[src/rtl/dsdim_pkg.sv]
package dsdim_pkg;

    localparam int unsigned LVL_W_DEF  = 8;
    localparam int unsigned TMR_W_DEF  = 6;
    localparam int unsigned DIV_DEF    = 125000;
    localparam int unsigned STABLE_DEF = 4;

    typedef enum logic {
        BTN_RELEASED = 1'b0,
        BTN_HELD     = 1'b1
    } btn_state_e;

    typedef enum logic [1:0] {
        TMR_IDLE   = 2'd0,
        TMR_RELOAD = 2'd1,
        TMR_COUNT  = 2'd2
    } tmr_op_e;

    function automatic tmr_op_e pick_tmr_op(input logic step, input logic tick,
                                            input logic running);
        if (step)
            return TMR_RELOAD;
        else if (tick && running)
            return TMR_COUNT;
        return TMR_IDLE;
    endfunction

endpackage

[src/rtl/dsdim_tick.sv]
module dsdim_tick #(
    parameter int unsigned DIV = dsdim_pkg::DIV_DEF
) (
    input  logic clk,
    input  logic rst,
    output logic tick
);
    localparam int unsigned CNT_W = (DIV > 2) ? $clog2(DIV) : 1;

    logic [CNT_W-1:0] cnt;

    always_ff @(posedge clk) begin
        if (rst) begin
            cnt  <= '0;
            tick <= 1'b0;
        end else begin
            tick <= (cnt == CNT_W'(DIV - 1));
            if (cnt == CNT_W'(DIV - 1))
                cnt <= '0;
            else
                cnt <= cnt + 1'b1;
        end
    end

    AST_TICK_SINGLE: assert property (@(posedge clk) disable iff (rst)
        tick |=> !tick);

endmodule

[src/rtl/dsdim_debounce.sv]
module dsdim_debounce
    import dsdim_pkg::*;
#(
    parameter int unsigned STABLE = STABLE_DEF
) (
    input  logic       clk,
    input  logic       rst,
    input  logic       tick,
    input  logic       btn_raw,
    output btn_state_e state
);
    localparam int unsigned CNT_W = $clog2(STABLE + 1);

    logic [1:0]       sync;
    logic [CNT_W-1:0] cnt;
    btn_state_e       sampled;

    assign sampled = btn_state_e'(sync[1]);

    always_ff @(posedge clk) begin
        if (rst) begin
            sync  <= 2'b00;
            cnt   <= '0;
            state <= BTN_RELEASED;
        end else begin
            sync <= {sync[0], btn_raw};
            if (sampled == state) begin
                cnt <= '0;
            end else if (tick) begin
                if (cnt == CNT_W'(STABLE - 1)) begin
                    state <= sampled;
                    cnt   <= '0;
                end else begin
                    cnt <= cnt + 1'b1;
                end
            end
        end
    end

    AST_DB_ON_TICK: assert property (@(posedge clk) disable iff (rst)
        !tick |=> $stable(state));

endmodule

[src/rtl/dsdim_modulator.sv]
module dsdim_modulator #(
    parameter int unsigned LVL_W = dsdim_pkg::LVL_W_DEF
) (
    input  logic             clk,
    input  logic             rst,
    input  logic [LVL_W-1:0] level,
    output logic             pulse
);
    logic [LVL_W-1:0] err;
    logic [LVL_W:0]   sum;

    assign sum = {1'b0, err} + {1'b0, level};

    always_ff @(posedge clk) begin
        if (rst) begin
            err   <= '0;
            pulse <= 1'b0;
        end else begin
            err   <= sum[LVL_W-1:0];
            pulse <= sum[LVL_W];
        end
    end

    AST_ZERO_NO_PULSE: assert property (@(posedge clk) disable iff (rst)
        (level == '0) |=> !pulse);

endmodule

[src/rtl/dsdim_led_dimmer.sv]
module dsdim_led_dimmer
    import dsdim_pkg::*;
#(
    parameter int unsigned LVL_W  = LVL_W_DEF,
    parameter int unsigned TMR_W  = TMR_W_DEF,
    parameter int unsigned DIV    = DIV_DEF,
    parameter int unsigned STABLE = STABLE_DEF
) (
    input  logic             clk,
    input  logic             rst,
    input  logic             btn_raw,
    output logic             led_n,
    output logic [LVL_W-1:0] status
);
    logic             tick;
    btn_state_e       btn;
    logic             step;
    logic             pulse;
    logic [LVL_W-1:0] level;
    logic [TMR_W-1:0] timer;
    tmr_op_e          tmr_op;

    dsdim_tick #(.DIV(DIV)) u_tick (
        .clk  (clk),
        .rst  (rst),
        .tick (tick)
    );

    dsdim_debounce #(.STABLE(STABLE)) u_db (
        .clk     (clk),
        .rst     (rst),
        .tick    (tick),
        .btn_raw (btn_raw),
        .state   (btn)
    );

    assign step   = tick && (btn == BTN_HELD);
    assign tmr_op = pick_tmr_op(step, tick, timer != '0);

    always_ff @(posedge clk) begin
        if (rst) begin
            level <= '0;
            timer <= '0;
        end else begin
            if (step)
                level <= level + 1'b1;
            unique case (tmr_op)
                TMR_RELOAD: timer <= '1;
                TMR_COUNT:  timer <= timer - 1'b1;
                default:    timer <= timer;
            endcase
        end
    end

    dsdim_modulator #(.LVL_W(LVL_W)) u_mod (
        .clk   (clk),
        .rst   (rst),
        .level (level),
        .pulse (pulse)
    );

    assign led_n  = ~pulse;
    assign status = (timer != '0) ? level : '0;

    AST_LEVEL_STEP: assert property (@(posedge clk) disable iff (rst)
        step |=> level == LVL_W'($past(level) + 1'b1));
    AST_TIMER_RELOAD: assert property (@(posedge clk) disable iff (rst)
        step |=> timer == '1);
    AST_LEVEL_HOLD: assert property (@(posedge clk) disable iff (rst)
        !step |=> $stable(level));
    AST_TIMER_FLOOR: assert property (@(posedge clk) disable iff (rst)
        (timer == '0 && !step) |=> timer == '0);

endmodule

[config.mk]
export PLATFORM = sky130hd
export DESIGN_NAME = dsdim_led_dimmer
export DESIGN_NICKNAME = d
export VERILOG_FILES = /design/src/rtl/dsdim_pkg.sv /design/src/rtl/dsdim_tick.sv /design/src/rtl/dsdim_debounce.sv /design/src/rtl/dsdim_modulator.sv /design/src/rtl/dsdim_led_dimmer.sv
export SDC_FILE = /design/constraint.sdc
export NUM_CORES = 1
export LEC_CHECK = 0
export BUFFER_PORTS_ARGS = -buffer_cell sky130_fd_sc_hd__buf_2
export CORE_ASPECT_RATIO = 1.4
export CORE_MARGIN = 4
export CORE_UTILIZATION = 54
export DETAILED_ROUTE_END_ITERATION = 7
export GPL_TIMING_DRIVEN = 0
export PLACE_DENSITY = 0.74
export SYNTH_ARGS = -nofsm -noshare
export SYNTH_HDL_FRONTEND = slang
export SYNTH_SLANG_ARGS = --single-unit
[constraint.sdc]
create_clock -name clk -period 1.9 [get_ports clk]
set_input_delay 0.38 -clock clk [delete_from_list [all_inputs] [get_ports clk]]
set_output_delay 0.38 -clock clk [all_outputs]
set_load 0.05 [all_outputs]
==> flow_summary_export.csv <==
group,metric,value,unit
yosys,syn-cell-area,2331,um^2
critical_path,cp-end-kind,"output pin",
drt,via_per_inst,5.729,
finish,nets,311,
sta,setup_viol,8,
yosys,ys_ff_latch,47,
yosys,synth_edf_count,0,
critical_path,crit_type,"flop to output pin",
power_and_ir_drop,p_per_area,624.9,nW/um^2
grt,grt_max_degree,14,
power_and_ir_drop,power.switching,347.3,uW
grt,grt_use_total,0.1857,
place,place_area,2452,um^2
yosys,ys.flop_type,"dfxtp_1",
critical_path,cp.buffers_inverters,1,
critical_path,cp_cell_sequence,"or3_4 > or3_4 > and2_4 > buf_8",
power_and_ir_drop,power_frac_comb,0.025,
sta,tns,-1.518,ns
sta,fmax,0.4759,GHz
power_and_ir_drop,peakVddDrop,458.3,uV
yosys,ys_seq_area_frac,0.4037,
sta,max_slew_margin,0.6221,
floorplan,core,4204,um^2
finish,instances_no_fill,339,
worst_hold_path,whs_path_depth,2,
finish,drive_gt1_frac,0.2109,
drt,drc_errors,0,
drt,wl_per_cell,13.98,um
status,status,"finished, violations left",
drt,antenna_left,0,
clock_network,path_clk_slew,0.08,ns
critical_path,arrival,1.72,ns
floorplan,io_pins,12,
worst_hold_path,hp-class,"primary input to flop",
worst_hold_path,whs_endpoint,"u_db.sync[0]$_SDFF_PP0_",
sta,finalCriticalPeriod,2.101,ns
sta,slew_violations,0,
yosys,synth.distinct_cells,48,
critical_path,worstPathMaxFanout,5,
critical_path,timing.rr.start,"level[0]$_SDFFE_PP0P_",
clock_network,clock-sinks,47,
clock_network,clock_path_buffers,2,
power_and_ir_drop,switching_share,0.1997,
place,detailedPlace.worstSlack,-0.1811,ns
critical_path,cp_slowest_cell,"or3_4",
critical_path,reg2regPathDepth,6,
clock_network,htree_levels,2,
drt,drtIter0Drc,92,
critical_path,start_kind,"flop",
yosys,synthCells,268,
sta,rsz0062_at_grt,"true",
drt,dr.pass1.iters,4,
yosys,avgSynthCellArea,8.698,um^2
sta,tightest_slew,0.5669,ns
worst_hold_path,min-delay-start,"btn_raw",
floorplan,die-area,5447,um^2
status,violations,"negative setup slack",
floorplan,rows,28,
yosys,synth_nets,285,
finish,num_antenna_cells,0,
power_and_ir_drop,intPower,1.392,mW
clock_network,tritoncts,"built",
clock_network,clock-root-buffer,"clkbuf_8",
grt,grt_pass1_wl,8.135,mm
grt,globalRouteOverflowTotal,0,
drt,vias,1942,
place,gp_congestion,0.8259,
grt,antenna_found_initial,0,
critical_path,r2r_slack,0.08,ns
power_and_ir_drop,seq_power_share,0.572,
sta,min_period_over_period,1.106,
place,place_inst,324,
place,dp_hpwl,3.147,mm
finish,area_delta_synth_final,19.38,%
power_and_ir_drop,total_leakage_power,1.030,nW
finish,design_area,2783,um^2
sta,clock-skew-final,0.008146,ns
power_and_ir_drop,power_frac_clock,0.403,
floorplan,die-height,85.74,um
grt,grt_pass1_vias,1903,
sta,finalHoldViolCount,0,
yosys,synthArstFlopShare,0,
clock_network,clk_latency,0.30,ns
critical_path,worst_ep_required_time,1.52,ns
sta,setup_slack,-0.2014,ns
floorplan,floorplan.initialDensity,0.5545,
critical_path,cp_common_cell,"or3_4",
critical_path,crit_family,"simple AND/OR/NAND/NOR gates",
run,cap_violations,0,
critical_path,r2r_end,"u_mod.err[6]$_SDFF_PP0_",
critical_path,slowest_delay,0.40,ns
drt,routed_wl,4.738,mm
critical_path,crit_start,"timer[3]$_SDFFE_PP0P_",
clock_network,numCtsBuffers,5,
yosys,ys_warn_count,0,
floorplan,fp.dieW,63.53,um
place,io_buffers,11,
how the worst max path moves through the flow:
stage | endpoint | slack [ns] | cells after the start
final | status[4] | -0.20 | 4
after global routing | status[4] | -0.23 | 4
after CTS | status[4] | -0.24 | 4
after detailed placement | u_mod.err[6]$_SDFF_PP0_ | -0.18 | 6
after global placement | status[7] | -0.16 | 5
after floorplan | status[0] | 0.03 | 4
cell families after synthesis:
group	count (synthesis)	share of synthesized area
DFF	47	0.4036
buffers and inverters	22	0.04777
AOI/OAI and AO/OA	38	0.1106
and+or+nand+nor	124	0.2711
xor gates and xnor gates	20	0.07515
muxes	3	0.01342
adders and majority gates	14	0.07837
power by group through the flow:
stage               Combinational (mW)  Clock [mW]  Sequential (mW)
finish                          0.0436       0.701            0.995
global placement                0.0434           0             1.02
global route                    0.0478       0.754            0.995
detailed placement              0.0441           0             1.02
floorplan                       0.0316           0             1.02
CTS                             0.0442       0.726            0.996
Yosys cell counts (2+ instances only):
| master | count | share of area |
|---|---|---|
| and2_1 | 8 | 0.021 |
| or4_1 | 2 | 0.0064 |
| xor2_1 | 8 | 0.030 |
| nand4_1 | 5 | 0.013 |
| a31oi_1 | 3 | 0.0081 |
| and3_1 | 2 | 0.0054 |
| inv_1 | 11 | 0.018 |
| mux2i_1 | 2 | 0.0086 |
| nor2b_1 | 6 | 0.016 |
| dfxtp_1 | 47 | 0.40 |
| buf_2 | 2 | 0.0043 |
| nor2_1 | 40 | 0.064 |
| a31o_2 | 2 | 0.0075 |
| nand2b_1 | 4 | 0.011 |
| nand2_1 | 16 | 0.026 |
| ha_1 | 13 | 0.070 |
| o31ai_1 | 3 | 0.0097 |
| o22ai_1 | 2 | 0.0054 |
| clkbuf_2 | 2 | 0.0043 |
| nor3b_1 | 2 | 0.0064 |
| o21ai_0 | 6 | 0.013 |
| xnor2_1 | 12 | 0.045 |
| nor3_1 | 7 | 0.015 |
| clkbuf_1 | 5 | 0.0081 |
| nand3_1 | 16 | 0.034 |
| nor4_1 | 2 | 0.0054 |
| a21oi_1 | 10 | 0.021 |
| o21a_1 | 4 | 0.013 |
| or3_1 | 7 | 0.019 |
per-stage QoR:
stage	util	hold slack, ns	power [mW]
global route	0.6619	0.3229	1.797
floorplan	-	0.4138	1.051
finish	0.6619	0.3014	1.739
global placement	0.5833	0.4279	1.064
detailed placement	0.5833	0.4304	1.065
CTS	0.6432	0.2980	1.766
state kept, by name, summed over array words and instances, names as in the netlist:
signal	cells
u_tick.cnt	17
u_mod.err	8
timer	6
u_tick.tick	1
u_mod.pulse	1
u_db.sync	2
u_db.state	1
level	8
u_db.cnt	3
layout by cell type, fill, tap and decap left out, drive strengths merged, types with 4 or more instances in the layout:
cell and instances:
nor3 8, clkbuf 12, inv 11, a21oi 10, nor2b 6, nand4 5, xor2 8, nor2 40
nand3 16, dfxtp 47, or3 8, o21ai 6, nand2b 4, ha 13, buf 23, o21a 4
xnor2 12, and2 8, nand2 16
per-layer routing:
metal  share of wire  global-route usage
met5               0                   0
met1            0.41              0.1839
met3           0.020             0.02752
met4           0.026             0.08841
met2            0.54              0.3679
area by class of cell:
cell class	count	area, um^2
buffer	10	65.06
clock buffer	6	72.57
clock inverter	1	30.03
fill	350	1421
inverter	11	41.29
multi-input combinational	200	1369
sequential	47	953.4
tap	45	56.30
timing repair buffer	19	195.2
what timing repair did:
item                                    CTS  global route
buffers inserted                          4             4
cloned                                    1             0
endpoints found under the setup margin    9            10
pin swaps                                 4             6
hold buffers                              0             0
resized for setup                        42            12
worst register-to-register path, cell delays in order (launching register included):
cell,delay (ns)
dfxtp_4,0.36
ha_4,0.16
fa_2,0.39
a21oi_4,0.21
o21ai_4,0.07
or3_4,0.33
a221oi_2,0.22
(Power assumes the default switching activity.)
